[src/rtl/psync_pkg.sv]
package psync_pkg;
  typedef enum logic {
    REC_ZERO = 1'b0,
    REC_PEAK = 1'b1
  } rec_mode_e;
endpackage

[src/rtl/psync_tick.sv]
module psync_tick
  import psync_pkg::*;
#(
  parameter int MW = 8
) (
  input  logic          clk,
  input  logic          rst_n,
  input  logic [MW-1:0] div_m,
  input  logic          rec_peak,
  output logic          zc_tick,
  output logic          rec_tick
);
  logic [MW-1:0] cnt_q, cnt_d, m_eff;

  always_comb begin
    m_eff = (div_m == '0) ? MW'(1) : div_m;
    cnt_d = (cnt_q >= m_eff - MW'(1)) ? '0 : cnt_q + MW'(1);
  end

  assign zc_tick  = (cnt_q == '0);
  assign rec_tick = (rec_mode_e'(rec_peak) == REC_PEAK) ? (cnt_q == (m_eff >> 2)) : zc_tick;

  always_ff @(posedge clk or negedge rst_n) begin
    if (!rst_n) cnt_q <= '0;
    else        cnt_q <= cnt_d;
  end


  zc_spacing_chk: assert property (@(posedge clk) disable iff (!rst_n)
    (zc_tick && m_eff != MW'(1)) |=> !zc_tick);
endmodule

[src/rtl/psync_pi.sv]
module psync_pi #(
  parameter int DW = 14,
  parameter int IW = 18,
  parameter int SW = 4
) (
  input  logic                 clk,
  input  logic                 rst_n,
  input  logic                 en,
  input  logic signed [DW-1:0] err,
  input  logic        [SW-1:0] kp_sh,
  input  logic        [SW-1:0] ki_sh,
  output logic signed [DW-1:0] dac
);
  localparam logic signed [IW:0] OMAX = (IW+1)'(2**(DW-1) - 1);
  localparam logic signed [IW:0] OMIN = (IW+1)'(-(2**(DW-1)));

  logic signed [IW-1:0] integ_q, integ_d, err_x, ierr, perr;
  logic signed [IW:0]   isum, osum;
  logic signed [DW-1:0] dac_d;

  always_comb begin
    err_x = IW'(err);
    ierr  = err_x >>> ki_sh;
    perr  = err_x >>> kp_sh;
    isum  = (IW+1)'(integ_q) + (IW+1)'(ierr);
    if (isum[IW] != isum[IW-1])
      integ_d = isum[IW] ? {1'b1, {(IW-1){1'b0}}} : {1'b0, {(IW-1){1'b1}}};
    else
      integ_d = isum[IW-1:0];
    osum = (IW+1)'(integ_d) + (IW+1)'(perr);
    if (osum > OMAX)      dac_d = {1'b0, {(DW-1){1'b1}}};
    else if (osum < OMIN) dac_d = {1'b1, {(DW-1){1'b0}}};
    else                  dac_d = osum[DW-1:0];
  end

  always_ff @(posedge clk or negedge rst_n) begin
    if (!rst_n) begin
      integ_q <= '0;
      dac     <= '0;
    end else if (en) begin
      integ_q <= integ_d;
      dac     <= dac_d;
    end
  end


  dac_hold_chk: assert property (@(posedge clk) disable iff (!rst_n)
    !en |=> $stable(dac));
endmodule

[src/rtl/psync_lock.sv]
module psync_lock #(
  parameter int DW = 14,
  parameter int CW = 8
) (
  input  logic          clk,
  input  logic          rst_n,
  input  logic          en,
  input  logic [DW-1:0] err,
  input  logic [DW-1:0] thr,
  input  logic [CW-1:0] need,
  output logic          locked
);
  logic [DW:0]   ext, mag;
  logic [CW-1:0] run_q, run_d;
  logic          lock_d;

  always_comb begin
    ext    = {err[DW-1], err};
    mag    = err[DW-1] ? (~ext + 1'b1) : ext;
    run_d  = (mag < {1'b0, thr}) ? ((run_q >= need) ? run_q : run_q + 1'b1) : '0;
    lock_d = (run_d >= need);
  end

  always_ff @(posedge clk or negedge rst_n) begin
    if (!rst_n) begin
      run_q  <= '0;
      locked <= 1'b0;
    end else if (en) begin
      run_q  <= run_d;
      locked <= lock_d;
    end
  end


  lock_steady_chk: assert property (@(posedge clk) disable iff (!rst_n)
    !en |=> $stable(locked));
endmodule

[src/rtl/psync_capture.sv]
module psync_capture #(
  parameter int DW      = 14,
  parameter int CAP_LEN = 16384,
  parameter int AW      = $clog2(CAP_LEN)
) (
  input  logic          clk,
  input  logic          rst_n,
  input  logic          start,
  input  logic          en,
  input  logic [DW:0]   diff,
  output logic          we,
  output logic [AW-1:0] addr,
  output logic [DW:0]   data,
  output logic          done
);
  localparam logic [AW-1:0] LAST = AW'(CAP_LEN - 1);

  logic          act_q, act_d, we_d, done_d;
  logic [AW-1:0] idx_q, idx_d, addr_d;
  logic [DW:0]   data_d;

  always_comb begin
    act_d  = act_q;
    idx_d  = idx_q;
    done_d = done;
    addr_d = addr;
    data_d = data;
    we_d   = 1'b0;
    if (start) begin
      act_d  = 1'b1;
      idx_d  = '0;
      done_d = 1'b0;
    end else if (act_q && en) begin
      we_d   = 1'b1;
      addr_d = idx_q;
      data_d = diff;
      if (idx_q == LAST) begin
        act_d  = 1'b0;
        done_d = 1'b1;
        idx_d  = '0;
      end else begin
        idx_d = idx_q + 1'b1;
      end
    end
  end

  always_ff @(posedge clk or negedge rst_n) begin
    if (!rst_n) begin
      act_q <= 1'b0;
      idx_q <= '0;
      we    <= 1'b0;
      addr  <= '0;
      data  <= '0;
      done  <= 1'b0;
    end else begin
      act_q <= act_d;
      idx_q <= idx_d;
      we    <= we_d;
      addr  <= addr_d;
      data  <= data_d;
      done  <= done_d;
    end
  end


  done_with_last_chk: assert property (@(posedge clk) disable iff (!rst_n)
    $rose(done) |-> (we && addr == LAST));

  idle_after_done_chk: assert property (@(posedge clk) disable iff (!rst_n)
    (done && !start) |=> !we);
endmodule

[src/rtl/psync_sampler.sv]
module psync_sampler #(
  parameter int DW      = 14,
  parameter int MW      = 8,
  parameter int SW      = 4,
  parameter int CW      = 8,
  parameter int IW      = DW + 4,
  parameter int CAP_LEN = 16384
) (
  input  logic                       clk,
  input  logic                       rst_n,
  input  logic [DW-1:0]              ch1_in,
  input  logic [DW-1:0]              ch2_in,
  input  logic [MW-1:0]              div_m,
  input  logic                       rec_peak,
  input  logic [SW-1:0]              kp_shift,
  input  logic [SW-1:0]              ki_shift,
  input  logic [DW-1:0]              lock_thr,
  input  logic [CW-1:0]              lock_need,
  input  logic                       cap_start,
  output logic [DW-1:0]              dac_word,
  output logic                       locked,
  output logic                       cap_we,
  output logic [$clog2(CAP_LEN)-1:0] cap_addr,
  output logic [DW:0]                cap_data,
  output logic                       cap_done
);
  localparam int AW = $clog2(CAP_LEN);

  logic [1:0]  rs_q;
  logic        rst_ni, zc_tick, rec_tick;
  logic [DW:0] diff;

  always_ff @(posedge clk or negedge rst_n) begin
    if (!rst_n) rs_q <= '0;
    else        rs_q <= {rs_q[0], 1'b1};
  end
  assign rst_ni = rs_q[1];

  assign diff = {ch1_in[DW-1], ch1_in} - {ch2_in[DW-1], ch2_in};

  psync_tick #(.MW(MW)) u_tick (
    .clk(clk), .rst_n(rst_ni), .div_m(div_m), .rec_peak(rec_peak),
    .zc_tick(zc_tick), .rec_tick(rec_tick)
  );

  psync_pi #(.DW(DW), .IW(IW), .SW(SW)) u_pi (
    .clk(clk), .rst_n(rst_ni), .en(zc_tick), .err(ch1_in),
    .kp_sh(kp_shift), .ki_sh(ki_shift), .dac(dac_word)
  );

  psync_lock #(.DW(DW), .CW(CW)) u_lock (
    .clk(clk), .rst_n(rst_ni), .en(zc_tick), .err(ch1_in),
    .thr(lock_thr), .need(lock_need), .locked(locked)
  );

  psync_capture #(.DW(DW), .CAP_LEN(CAP_LEN), .AW(AW)) u_cap (
    .clk(clk), .rst_n(rst_ni), .start(cap_start), .en(rec_tick), .diff(diff),
    .we(cap_we), .addr(cap_addr), .data(cap_data), .done(cap_done)
  );
endmodule

[config.mk]
export PLATFORM = sky130hd
export DESIGN_NAME = psync_sampler
export DESIGN_NICKNAME = d
export VERILOG_FILES = /design/src/rtl/psync_pkg.sv /design/src/rtl/psync_tick.sv /design/src/rtl/psync_pi.sv /design/src/rtl/psync_lock.sv /design/src/rtl/psync_capture.sv /design/src/rtl/psync_sampler.sv
export SDC_FILE = /design/constraint.sdc
export NUM_CORES = 1
export LEC_CHECK = 0
export BUFFER_PORTS_ARGS = -buffer_cell sky130_fd_sc_hd__buf_2
export CORE_MARGIN = 1
export CORE_UTILIZATION = 54
export DETAILED_ROUTE_END_ITERATION = 8
export PLACE_DENSITY = 0.82
export SLEW_MARGIN = 30
export SYNTH_ARGS = -nofsm -noshare
export SYNTH_HDL_FRONTEND = slang
export SYNTH_SLANG_ARGS = --single-unit
[constraint.sdc]
create_clock -name clk -period 3 [get_ports clk]
set_input_delay 0.45 -clock clk [delete_from_list [all_inputs] [get_ports clk]]
set_output_delay 0.45 -clock clk [all_outputs]
set_load 0.02 [all_outputs]
==> After elaboration in Yosys (flattened, before gate mapping) <==
Cells that the tools add are included.
{ "word_totals": {"inputBits": 70, "reg_bits": 97, "word_cells": 61} }
{ "op_classes": {"reduce_logical": 7, "shifts": 2, "n_mux": 21, "n_eq_ne": 3, "bitwise_logic": 2, "n_addsub": 8, "magnitude_cmp": 6} }
{ "op_table": {"columns": ["cell", "count"], "rows": [
  ["14-bit 2-to-1 mux", 5],
  ["18-bit by 18-bit adder with 19-bit output", 2],
  ["18-bit 2-to-1 mux", 2],
  ["14-bit by 4-bit >>> shifter with 18-bit output", 2],
  ["8-bit 2-to-1 mux", 4],
  ["8-bit greater-or-equal comparator", 3],
  ["19-bit by 14-bit greater-than comparator with 1-bit output (second input constant)", 1],
  ["19-bit by 14-bit less-than comparator with 1-bit output (second input constant)", 1],
  ["8-bit by 1-bit adder with 8-bit output (second input constant)", 2],
  ["8-bit logical NOT", 2],
  ["15-bit by 1-bit adder with 15-bit output (second input constant)", 1],
  ["15-bit by 14-bit less-than comparator with 1-bit output", 1],
  ["15-bit 2-to-1 mux", 1],
  ["15-bit inverter", 1],
  ["14-bit by 14-bit subtractor with 15-bit output", 1],
  ["14-bit by 1-bit adder with 14-bit output (second input constant)", 1],
  ["14-bit == test (second input constant)", 1],
  ["1-bit 2-to-1 mux", 9],
  ["8-bit by 6-bit == test with 1-bit output", 1],
  ["8-bit by 1-bit subtractor with 8-bit output (second input constant)", 1],
  ["2-bit AND reduction", 2],
  ["2-bit nonzero test", 2],
  ["1-bit logical AND", 1],
  ["1-bit != test", 1],
  ["1-bit inverter", 1]
]} }

==> Longest topological paths before layout <==
Gate-level depths: netlist (run 1).
{ "depth": {"ltp_word": 8, "mapped_depth": 28, "mapped_depth_nobuf": 25} }

==> Modules after synthesis <==
A second synthesis (run 1) with hierarchy kept.
{ "hier_totals": {"cells_unflattened": 1160, "hier_area_um2": 9604.2} }
{ "by_module_without_submodules": {"columns": ["mod", "instances", "seq_area_each_um2", "cells_each", "area_per_inst_um2"], "rows": [
  ["psync_pi", 1, 800.8, 581, 4586.9],
  ["psync_capture", 1, 1151.1, 206, 1930.6],
  ["psync_lock", 1, 225.2, 186, 1552.7],
  ["psync_tick", 1, 200.2, 88, 789.5],
  ["psync_sampler", 1, 50.0, 99, 744.5]
]} }

==> Worst setup path before layout (run 1) <==
OpenSTA, ideal clock, no wires.
{ "synth_path": {"path_type": "input -> register", "startpoint": "input ki_shift[0]", "endpoint": "register u_pi.dac[3]", "stages": 23, "n_path_buf": 4, "slack_ns": -3.444, "arrival_ns": 6.318, "path_cell_list": "clkbuf_1 > clkbuf_1 > mux4_2 > mux4_2 > ha_1 > nor2b_1 > o31ai_4 > a211oi_2 > nor3_1 > o311a_4 > a2bb2oi_4 > buf_2 > nand2_1 > ha_1 > fa_1 > a211oi_1 > o211a_1 > o211ai_2 > a221o_1 > o41ai_2 > nor2_2 > buf_6 > a221o_1"} }
{ "synth_between": {"elab_chain_len": 8, "word_cells_on_any_way": 10} }
{ "synth_lines": {"columns": ["item", "line_no", "text"], "rows": [
  ["start, declared", "psync_sampler.sv:16", "input logic [SW-1:0] ki_shift,"],
  ["14-bit by 4-bit >>> shifter with 18-bit output (*)", "psync_pi.sv:23", "ierr = err_x >>> ki_sh;"],
  ["18-bit by 18-bit adder with 19-bit output (*)", "psync_pi.sv:25", "isum = (IW+1)'(integ_q) + (IW+1)'(ierr);"],
  ["18-bit 2-to-1 mux or 1-bit != test (tied branches)", "psync_pi.sv:27, psync_pi.sv:26", null],
  ["18-bit 2-to-1 mux (*)", "psync_pi.sv:26", "if (isum[IW] != isum[IW-1])"],
  ["via u_pi.integ_d[0]", "psync_pi.sv:17", "logic signed [IW-1:0] integ_q, integ_d, err_x, ierr, perr;"],
  ["18-bit by 18-bit adder with 19-bit output (*)", "psync_pi.sv:30", "osum = (IW+1)'(integ_d) + (IW+1)'(perr);"],
  ["19-bit by 14-bit less-than comparator with 1-bit output", "psync_pi.sv:32", "else if (osum < OMIN) dac_d = {1'b1, {(DW-1){1'b0}}};"],
  ["14-bit 2-to-1 mux", "psync_pi.sv:32", null],
  ["14-bit 2-to-1 mux (*)", "psync_pi.sv:31", "if (osum > OMAX) dac_d = {1'b0, {(DW-1){1'b1}}};"],
  ["end signal, assigned", "psync_pi.sv:39", "dac <= '0;"],
  ["end signal, assigned", "psync_pi.sv:42", "dac <= dac_d;"],
  ["end, declared", "psync_pi.sv:12", "output logic signed [DW-1:0] dac"]
]} }
The timed path passes the listed nets; every way through them passes the cells marked *.
A chain may end at the register's enable or synchronous reset.

==> Worst setup path after layout (run 1) <==
{ "layout_path": {"startpoint": "input ch1_in[10]", "endpoint": "register u_pi.dac[6]"} }
{ "layout_between": {"elab_chain_len": 8, "word_cells_on_any_way": 11} }
{ "layout_lines": {"columns": ["item", "line_no", "text"], "rows": [
  ["start, declared", "psync_sampler.sv:11", "input logic [DW-1:0] ch1_in,"],
  ["14-bit by 4-bit >>> shifter with 18-bit output (*)", "psync_pi.sv:23", null],
  ["18-bit by 18-bit adder with 19-bit output (*)", "psync_pi.sv:25", null],
  ["18-bit 2-to-1 mux or 1-bit != test (tied branches)", "psync_pi.sv:27, psync_pi.sv:26", null],
  ["18-bit 2-to-1 mux (*)", "psync_pi.sv:26", null],
  ["via u_pi.integ_d[1]", "psync_pi.sv:17", null],
  ["18-bit by 18-bit adder with 19-bit output (*)", "psync_pi.sv:30", null],
  ["19-bit by 14-bit less-than comparator with 1-bit output", "psync_pi.sv:32", null],
  ["14-bit 2-to-1 mux", "psync_pi.sv:32", null],
  ["14-bit 2-to-1 mux (*)", "psync_pi.sv:31", null]
]} }
Marks and branches as above.

==> results of run 1 <==
[power by group through the flow]
stage / Sequential, mW / Combinational, mW / Clock [mW]
6_report: 2.18 / 15.7 / 1.21
4_1_cts: 2.10 / 11.9 / 1.17
2_1_floorplan: 2.28 / 5.96 / 0
3_3_place_gp: 2.11 / 9.66 / 0
5_1_grt: 2.20 / 16.2 / 1.24
3_5_place_dp: 2.11 / 9.99 / 0
[worst max-delay path, delay by kind of cell]
| family | cells | cell delay [ns] |
|---|---|---|
| multiplexers | 1 | 0.15 |
| adder cells (fa/ha/maj) | 2 | 0.55 |
| buffers and inverters | 8 | 1.24 |
| AND/OR/NAND/NOR | 5 | 0.73 |
| AO/OA/AOI/OAI | 15 | 3.17 |
[metrics by stage]
step	setup TNS, ns	instances	hold WS [ns]	area (um^2)
2_1_floorplan	-50.18	1076	0.154	9480
3_3_place_gp	-70.06	1576	0.236	11600
3_5_place_dp	-74.20	1576	0.238	11600
4_1_cts	-49.38	1654	0.359	13000
5_1_grt	-73.03	1670	0.361	13900
6_report	-69.85	1671	0.361	13900
[metal layers]
layer  track usage, %  wire length (um)  vias up
met5                0                15        -
met4             25.4              4510        2
met3             7.97              5290      490
met2             63.5             18300     1153
met1             45.8             14400     5305
li1                 -                 -     4631
[registers in the layout (all words and copies together), names as in the netlist]
signal         cells
rs_q               2
u_cap.act_q        1
u_cap.addr        14
u_cap.data        15
u_cap.done         1
u_cap.idx_q       14
u_cap.we           1
u_lock.locked      1
u_lock.run_q       8
u_pi.dac          14
u_pi.integ_q      18
u_tick.cnt_q       8
[cell families (layout without fill, tap and decap cells)]
| family | count (synthesis) | in the layout |
|---|---|---|
| other cells | 1 | 2 |
| mux | 53 | 53 |
| compound gates | 309 | 309 |
| fa+ha+maj | 98 | 98 |
| simple gates | 313 | 314 |
| buf+inv | 122 | 495 |
| xor+xnor | 83 | 83 |
| flops | 97 | 97 |
[synthesized netlist by cell type, types with 8 or more instances]
library cell / n
nand2b_1: 17
o21ai_0: 76
o31ai_1: 12
a221o_1: 11
a211oi_1: 18
o21a_1: 13
xor2_1: 28
xnor2_1: 55
nor3_1: 22
and3_1: 8
clkbuf_1: 37
nor2_1: 84
a21o_1: 29
mux2i_1: 19
a21oi_1: 68
inv_1: 69
nand2_1: 104
a31oi_1: 10
nor2b_1: 11
mux2_2: 20
or3_1: 9
ha_1: 93
dfrtp_1: 97
or4_1: 8
mux4_2: 14
nand3_1: 21
[what timing repair did]
action	CTS	global route
cloned	2	0
pin swaps	61	72
hold endpoints to repair	2	0
buffers inserted	59	38
gates resized for setup	130	154
hold buffers	1	0
endpoints found under the setup margin	49	49
[worst max-delay path by stage]
stage / depth (start not counted) / endpoint / slack, ns / startpoint
6_report: 31 / u_pi.dac[6]$_DFFE_PN0N_ / -3.04 / ch1_in[10]
5_1_grt: 26 / u_pi.dac[6]$_DFFE_PN0N_ / -3.17 / ch1_in[10]
4_1_cts: 24 / u_pi.dac[4]$_DFFE_PN0N_ / -2.51 / ki_shift[1]
3_5_place_dp: 25 / u_pi.dac[5]$_DFFE_PN0N_ / -3.08 / ki_shift[0]
3_3_place_gp: 24 / u_pi.dac[5]$_DFFE_PN0N_ / -2.96 / ki_shift[0]
2_1_floorplan: 27 / u_pi.dac[2]$_DFFE_PN0N_ / -2.55 / ki_shift[0]
[cell type report]
class	instances	share of cell area [%]
timing repair buffer	407	22.6
sequential	97	17.5
antenna	1	0.0181
clock buffer	9	1.63
clock inverter	7	0.506
inverter	72	1.95
tap	220	1.99
multi-input combinational	858	53.8
==> flow_summary.json, run 1 <==
{
  "routed_wl_um": 42500,
  "fmax_mhz": 166,
  "die-height_um": 133,
  "gr-total-overflow": 0,
  "die_area_mm2": 0.0176,
  "worstHoldPathCells": 2,
  "path_common_cell": "buf_6",
  "finalHoldViolCount": 0,
  "cts_tree": "yes",
  "yosys.area.top_type": "dfrtp_1",
  "muxShareOfSynthArea_pct": 7.93,
  "grt_pass1_vias": 10900,
  "synth_area_mm2": 0.00922,
  "utilization_pct": 83.3,
  "synth.distinct_cells": 81,
  "swShare_pct": 50.3,
  "grt_max_degree": 50,
  "period_needed_ns": 6.04,
  "synth_simple_gate_area_share_pct": 15.9,
  "violations": "setup timing",
  "cts_max_level": 3,
  "wl_per_cell_um": 25.4,
  "initial_utilization_pct": 55.4,
  "synth.top_cell.area_share_pct": 26.3,
  "worst_slew_pin_slew_ns": 0.750,
  "core_mm2": 0.0166,
  "drive_above_1_share_pct": 43.6,
  "worstRegToRegCells": 23,
  "r2r_start": "u_pi.integ_q[10]$_DFFE_PN0N_",
  "synth_area_leaders": "dfrtp_1, ha_1, xnor2_1, nand2_1, o21ai_0",
  "synth_xor_area_share_pct": 7.89,
  "finClkSkew_ns": 0.0115,
  "die_x_um": 133,
  "path_max_fanout": 10,
  "pwr-share-clk_pct": 6.3,
  "drt_iter0_markers": 1667,
  "grt_pass1_wl_um": 54100,
  "drt_first_pass_iters": 9,
  "setup_violations": 49,
  "route.detailed.drc": 0,
  "post-route-period-util_pct": 201,
  "place_ws_ns": -3.08,
  "timing.rr.end": "u_pi.dac[6]$_DFFE_PN0N_",
  "ir_drop_mv": 0.933,
  "grt.total_usage_pct": 38.6,
  "rsz0062_at_grt": "true",
  "viasPerCell": 6.93,
  "worstHoldStart": "cap_start",
  "worstPathArrival_ns": 6.29,
  "slowest_stage": "a2bb2oi_4",
  "fillers": 735,
  "hold_path_class": "in2reg",
  "reg2reg_slack_ns": -2.35,
  "slew_headroom_pct": 49.6,
  "setup_ws_ns": -3.04,
  "layout_common_cells": "buf_4, buf_2, dfrtp_1",
  "synth_edf_count": 0,
  "placementRows": 47,
  "min_to": "u_cap.idx_q[12]$_DFFE_PN0P_",
  "yosys_warnings": 0,
  "p_int_mw": 9.48,
  "slowest_delay_ns": 0.35,
  "globalplace.congestion": 0.904,
  "seq_power_share_pct": 11.5,
  "synth_top_family_by_area": "compound AO/OA/AOI/OAI gates",
  "syn_avg_cell_area_um2": 8.57,
  "post-dp-hpwl_um": 20900,
  "drv_slew": 0,
  "clk_latency_ns": 0.38,
  "p_per_area_mw_per_mm2": 1380,
  "cts.reportedPaths.clkPinSlew_ns": 0.08,
  "antenna_found_initial": 1,
  "vias": 11600,
  "areaGrowthSynthToFinish_pct": 50.4,
  "cap_violations": 0,
  "cts.sinks": 97,
  "synth-compound-area-share_pct": 23.2,
  "cts_buffers": 9,
  "p_leak_nw": 6.57,
  "final_antenna_net_count": 0,
  "syn-instance-count": 1076,
  "numPortBuffers": 115,
  "syn-num-nets": 1242,
  "ys_ff_latch": 97,
  "synth_fa_ha_area_share_pct": 13.5,
  "yosysSeqAreaShare_pct": 26.3,
  "p_total_mw": 19.1,
  "seq_area_mm2": 0.00243,
  "comb_power_share_pct": 82.2,
  "nets": 1611,
  "cts-root-buf": "clkbuf_16",
  "multi_input_area_mm2": 0.00745,
  "final_common_cell": "buf_4",
  "worstSetupPathType": "in2reg",
  "setup.worst_path.end_class": "flop",
  "synth_top_flop_cell": "dfrtp_1",
  "required_ns": 3.26,
  "ios": 116,
  "outcome": "complete, but fails checks",
  "p_sw_mw": 9.58,
  "start_kind": "primary input",
  "clk_path_buf_depth": 2,
  "synthArstFlopShare_pct": 100
}
Power figures use the tool's default switching activity.
==> inputs of run 2 (changes only) <==
CORE_MARGIN = 2   (was 1)
TNS_END_PERCENT = 10   (was not set)
==> run 2 against run 1 <==
Effect of this change:
- largest power group unchanged
- largest cell class unchanged
- via count is 16% lower
- the run still ends with setup timing left
- fmax is 4.8% higher
- critical path depth is 4 lower
- sequential power is 3% lower
- first-iteration DRC count is 51% lower
- worst hold slack worse by 0.012 ns
- clock skew is 0.0040 ns lower
- clock-buffer cell count stayed put
- highest routed layer is now met4
- clock power hardly changed
==> flow_summary.json, run 2 (synthesized netlist as in run 1, its figures left out) <==
{
  "outcome": "complete, but fails checks",
  "violations": "setup timing",
  "p_int_mw": 7.92,
  "reg_top3": "u_pi.integ_q x18, u_cap.data x15",
  "gr-total-overflow": 0,
  "swShare_pct": 46.7,
  "seq_power_share_pct": 14.2,
  "finalHoldViolCount": 0,
  "critical_path_depth": 27,
  "slew_headroom_pct": 58.7,
  "p_sw_mw": 6.95,
  "post-route-period-util_pct": 192,
  "vias": 9756,
  "setup_violations": 49,
  "cts_max_level": 3,
  "finClkSkew_ns": 0.00747,
  "clk_latency_ns": 0.36,
  "route.detailed.drc": 0,
  "setup.worst_path.end_class": "flop",
  "core_mm2": 0.0166,
  "ios": 116,
  "post-dp-hpwl_um": 21400,
  "worstPathArrival_ns": 6.00,
  "worstRegToRegCells": 22,
  "placementRows": 47,
  "antenna_found_initial": 2,
  "numPortBuffers": 115,
  "timing.critical_path.buf_inv": 5,
  "dp.cells": 1578,
  "p_leak_nw": 6.10,
  "cts_buffers": 9,
  "die_area_mm2": 0.0181,
  "worst_slew_pin_slew_ns": 0.619,
  "grt_pass1_wl_um": 47000,
  "path_max_fanout": 8,
  "final_antenna_net_count": 0,
  "comb_power_share_pct": 77.8,
  "final_common_cell": "buf_4",
  "period_needed_ns": 5.76,
  "largest_reg_flops": 18,
  "routed_wl_um": 29500,
  "hold_path_class": "reg2async",
  "fmax_mhz": 174,
  "required_ns": 3.24,
  "rsz0062_at_grt": "true",
  "drt_first_pass_iters": 5,
  "wl_per_cell_um": 18.1,
  "grt_pass1_vias": 9592,
  "die-height_um": 135,
  "reg2reg_slack_ns": -2.04,
  "p_total_mw": 14.9,
  "setup_ws_ns": -2.76,
  "nets": 1563,
  "clk_path_buf_depth": 2,
  "cts.reportedPaths.clkPinSlew_ns": 0.08,
  "start_kind": "primary input",
  "areaGrowthSynthToFinish_pct": 36.8,
  "cts.sinks": 97,
  "die_x_um": 135,
  "globalplace.congestion": 0.970,
  "fin_setup_tns_ns": -59.14,
  "slowest_stage": "mux4_2",
  "drive_above_1_share_pct": 36.7,
  "drt_iter0_markers": 825,
  "p_per_area_mw_per_mm2": 1180,
  "grt.total_usage_pct": 32.2,
  "stdcell_count": 1624,
  "utilization_pct": 75.8,
  "slowest_delay_ns": 0.50,
  "path_delay_family": "compound AO/OA/AOI/OAI gates",
  "pwr-share-clk_pct": 8.0,
  "timing.rr.end": "u_pi.dac[0]$_DFFE_PN0N_",
  "drv_slew": 0,
  "initial_utilization_pct": 55.4,
  "grt_max_degree": 55,
  "path_common_cell": "buf_4",
  "cp-startpoint": "ch1_in[12]",
  "worstSetupPathType": "in2reg",
  "viasPerCell": 6.01,
  "r2r_start": "u_pi.integ_q[5]$_DFFE_PN0N_",
  "ir_drop_mv": 0.691,
  "layout_common_cells": "buf_4, buf_2, nand2_1",
  "cts-root-buf": "clkbuf_16",
  "cts_tree": "yes",
  "cap_violations": 0,
  "largest_register": "u_pi.integ_q"
}
-- run 2: cell count changes in the layout (fill, tap and decap cells not counted), sizes merged --
cell,before,now
inv,72,73
clkinv,7,6
diode,1,2
buf,406,358
-- run 2: worst max-delay path by stage --
stage | to | slack [ns]
finish | u_pi.dac[0]$_DFFE_PN0N_ | -2.76
global route | u_pi.dac[5]$_DFFE_PN0N_ | -2.92
CTS | u_pi.dac[5]$_DFFE_PN0N_ | -2.58
detailed placement | u_pi.dac[5]$_DFFE_PN0N_ | -3.14
global placement | u_pi.dac[5]$_DFFE_PN0N_ | -2.93
floorplan | u_pi.dac[2]$_DFFE_PN0N_ | -2.55
-- run 2: power by group through the flow --
stage / Combinational (mW) / Clock [mW] / Sequential [mW]
floorplan: 5.87 / 0 / 2.28
global placement: 9.80 / 0 / 2.10
detailed placement: 10.0 / 0 / 2.11
CTS: 10.9 / 1.19 / 2.10
global route: 12.4 / 1.25 / 2.16
finish: 11.6 / 1.18 / 2.11
-- run 2: per-layer routing --
layer / vias to the layer above / track usage (%) / share of wire [%]
met5: - / 0 / 0
met2: 434 / 54.6 / 49
met1: 4704 / 40.9 / 41
met3: 87 / 5.26 / 6.6
li1: 4531 / - / -
met4: 0 / 12.9 / 3.6
-- run 2: through the flow --
step                hold WS [ns]  instance area (um^2)  setup slack, ns
global placement           0.235                 11600            -2.93
global route               0.361                 12600            -2.92
finish                     0.350                 12600            -2.76
CTS                        0.351                 12400            -2.58
detailed placement         0.238                 11600            -3.14
floorplan                  0.154                  9350            -2.55
-- run 2: area by class of cell --
type,instances,area [um^2]
Multi-Input combinational cell,858,6820
Fill cell,1083,4030
Antenna cell,2,5.00
Clock buffer,9,225
Timing Repair Buffer,359,2500
Inverter,72,270
Tap cell,220,275
Sequential cell,97,2430
Clock inverter,7,78.8
-- run 2: worst reg2reg max path, cell delays in order, from the launching register on --
cell and delay (ns):
dfrtp_1 0.41, ha_1 0.32, o21a_1 0.20, o211ai_1 0.38
a211oi_2 0.13, buf_4 0.17, nor3_4 0.20, o311a_4 0.24
a2bb2oi_4 0.27, buf_6 0.17, nand2_4 0.06, ha_4 0.17
fa_2 0.36, a211oi_2 0.22, o211a_1 0.21, o211ai_2 0.12
buf_4 0.17, a21oi_4 0.16, xnor2_2 0.12, a41oi_1 0.29
nor2_2 0.07, buf_4 0.17, a221o_1 0.31
-- run 2: what timing repair did --
item | 4_1_cts | 5_1_grt
resized for setup | 68 | 50
hold buffers | 1 | 0
setup buffers | 18 | 8
pin swaps | 28 | 38
gates cloned | 1 | 0
endpoints found under the hold margin | 2 | 0
endpoints found under the setup margin | 49 | 49
==> inputs of run 3 (changes only) <==
CORE_UTILIZATION = 60   (was 54)
PLACE_DENSITY = 0.86   (was 0.82)
clock period = 6.88 ns   (was 3 ns; I/O delays follow)
==> run 3 against run 2 <==
Effect of this change:
- the flow now finishes without violations
- non-clock buffer count fell by 203
- clock skew increased by 0.0023 ns
- utilization fell by 6.1 points
- routed wire length fell by 20%
- cell area down 17%
- first-iteration DRC count decreased by 18%
- die area down 9.7%
- register-to-register slack better by 3.7 ns
- sequential power is 56% lower
- combinational power down 70%
- largest power group unchanged
- highest routed layer unchanged
==> flow_summary.json, run 3 (synthesized netlist as in run 1, its figures left out) <==
{
  "cts_resized": 0,
  "swShare_pct": 48.9,
  "setup_ws_ns": 0.358,
  "dp.cells": 1370,
  "wl_per_cell_um": 16.9,
  "core_mm2": 0.0151,
  "worst_slew_pin_slew_ns": 0.688,
  "post-dp-hpwl_um": 18100,
  "globalplace.congestion": 0.980,
  "start_kind": "primary input",
  "fmax_mhz": 153,
  "viasPerCell": 6.21,
  "final_common_cell": "buf_2",
  "p_sw_mw": 2.42,
  "cts-root-buf": "clkbuf_16",
  "post-route-period-util_pct": 94.8,
  "reg_top3": "u_pi.integ_q x18, u_cap.data x15",
  "largest_register": "u_pi.integ_q",
  "period_needed_ns": 6.52,
  "drv_slew": 0,
  "hold_path_class": "reg2async",
  "cts_hold_buf": 0,
  "seq_power_share_pct": 18.6,
  "fin_setup_tns_ns": 0,
  "rsz0062_at_grt": "false",
  "route.detailed.drc": 0,
  "nets": 1359,
  "drive_above_1_share_pct": 19.8,
  "routed_wl_um": 23500,
  "stdcell_count": 1387,
  "antenna_found_initial": 0,
  "slew_headroom_pct": 54.1,
  "placementRows": 45,
  "finClkSkew_ns": 0.00979,
  "pwr-share-clk_pct": 10.5,
  "ios": 116,
  "clk_latency_ns": 0.36,
  "post_cts.repair.setup_buffers": 0,
  "final_antenna_net_count": 0,
  "drt_iter0_markers": 676,
  "cap_violations": 0,
  "outcome": "finished, final reports clean",
  "cts_buffers": 9,
  "die_x_um": 128,
  "p_per_area_mw_per_mm2": 472,
  "grt_pass1_vias": 8238,
  "vias": 8618,
  "initial_utilization_pct": 61.1,
  "worstSetupPathType": "in2reg",
  "die-height_um": 128,
  "gr-total-overflow": 0,
  "comb_power_share_pct": 71.0,
  "cts_max_level": 3,
  "cts.reportedPaths.clkPinSlew_ns": 0.08,
  "p_total_mw": 4.96,
  "cts.sinks": 97,
  "required_ns": 7.13,
  "grt.total_usage_pct": 29.3,
  "setup.worst_path.end_class": "flop",
  "path_max_fanout": 12,
  "place_ws_ns": 0.0432,
  "drt_first_pass_iters": 5,
  "setup_violations": 0,
  "clk_path_buf_depth": 2,
  "cts_tree": "yes",
  "p_leak_nw": 5.01,
  "p_int_mw": 2.53,
  "areaGrowthSynthToFinish_pct": 14.0,
  "largest_reg_flops": 18,
  "layout_common_cells": "buf_2, nand2_1, dfrtp_1",
  "numPortBuffers": 115,
  "finalHoldViolCount": 0,
  "worstPathArrival_ns": 6.77,
  "grt_max_degree": 56,
  "ir_drop_mv": 0.269,
  "grt_pass1_wl_um": 39200,
  "die_area_mm2": 0.0164
}
## run 3: metal layers
metal | vias up | share of wire [%] | global-route usage [%] | routed length, um
li1 | 4138 | - | - | -
met3 | 63 | 5.8 | 5.09 | 1360
met1 | 4102 | 45 | 39.5 | 10500
met4 | 0 | 3.1 | 10.5 | 733
met2 | 315 | 47 | 47.8 | 10900
met5 | - | 0 | 0 | 0
## run 3: metrics by stage
stage | hold slack (ns) | util, % | cell area [um^2]
final | 0.311 | 69.6 | 10500
after global routing | 0.371 | 69.6 | 10500
after detailed placement | 0.328 | 67.3 | 10200
after CTS | 0.337 | 69.4 | 10500
after global placement | 0.327 | 67.3 | 10200
after floorplan | 0.331 | - | 9220
## run 3: path summary, 6_finish.rpt
kind                       cells after the start                           to  slack [ns]                         from
min reg2reg                                    0    u_cap.addr[1]$_DFFE_PN0P_        0.31            rs_q[1]$_DFF_PN0_
max in group asynchronous                      1  u_lock.run_q[0]$_DFFE_PN0N_        5.48            rs_q[1]$_DFF_PN0_
max reg2reg                                   20      u_pi.dac[5]$_DFFE_PN0N_        1.64  u_pi.integ_q[0]$_DFFE_PN0N_
min                                            0    u_cap.addr[1]$_DFFE_PN0P_        0.31            rs_q[1]$_DFF_PN0_
max                                           26      u_pi.dac[5]$_DFFE_PN0N_        0.36                  ki_shift[1]
min in group clk                               0            rs_q[1]$_DFF_PN0_        0.36            rs_q[0]$_DFF_PN0_
## run 3: cell type report
type,count,area (um^2)
fill,1175,4580
multi-input combinational,857,6350
tap,188,235
clock buffer,9,225
clock inverter,7,86.3
inverter,72,270
timing repair buffer,156,908
sequential,97,2430
antenna,1,2.50
## run 3: power groups by stage
stage	logic (mW)	clock network [mW]	registers, mW
3_3_place_gp	3.30	0	0.920
4_1_cts	3.40	0.524	0.917
5_1_grt	3.87	0.549	0.942
3_5_place_dp	3.37	0	0.925
6_report	3.52	0.519	0.920
2_1_floorplan	2.48	0	0.991
## run 3: worst max-delay path, stage by stage
cell	delay, ns
buf_2	0.16
buf_4	0.19
nor2b_1	0.12
a211oi_1	0.08
o311a_1	0.34
a21oi_1	0.13
ha_1	0.19
inv_1	0.06
fa_1	0.40
nor2b_1	0.27
o31ai_4	0.09
a211oi_2	0.31
nor3_2	0.10
o311a_4	0.38
buf_4	0.17
a31o_4	0.29
o21ai_1	0.24
ha_2	0.27
o211ai_1	0.12
o211a_1	0.26
o211ai_2	0.27
o21ai_2	0.09
a221o_1	0.38
o41ai_4	0.42
nor2_4	0.12
a221o_2	0.31
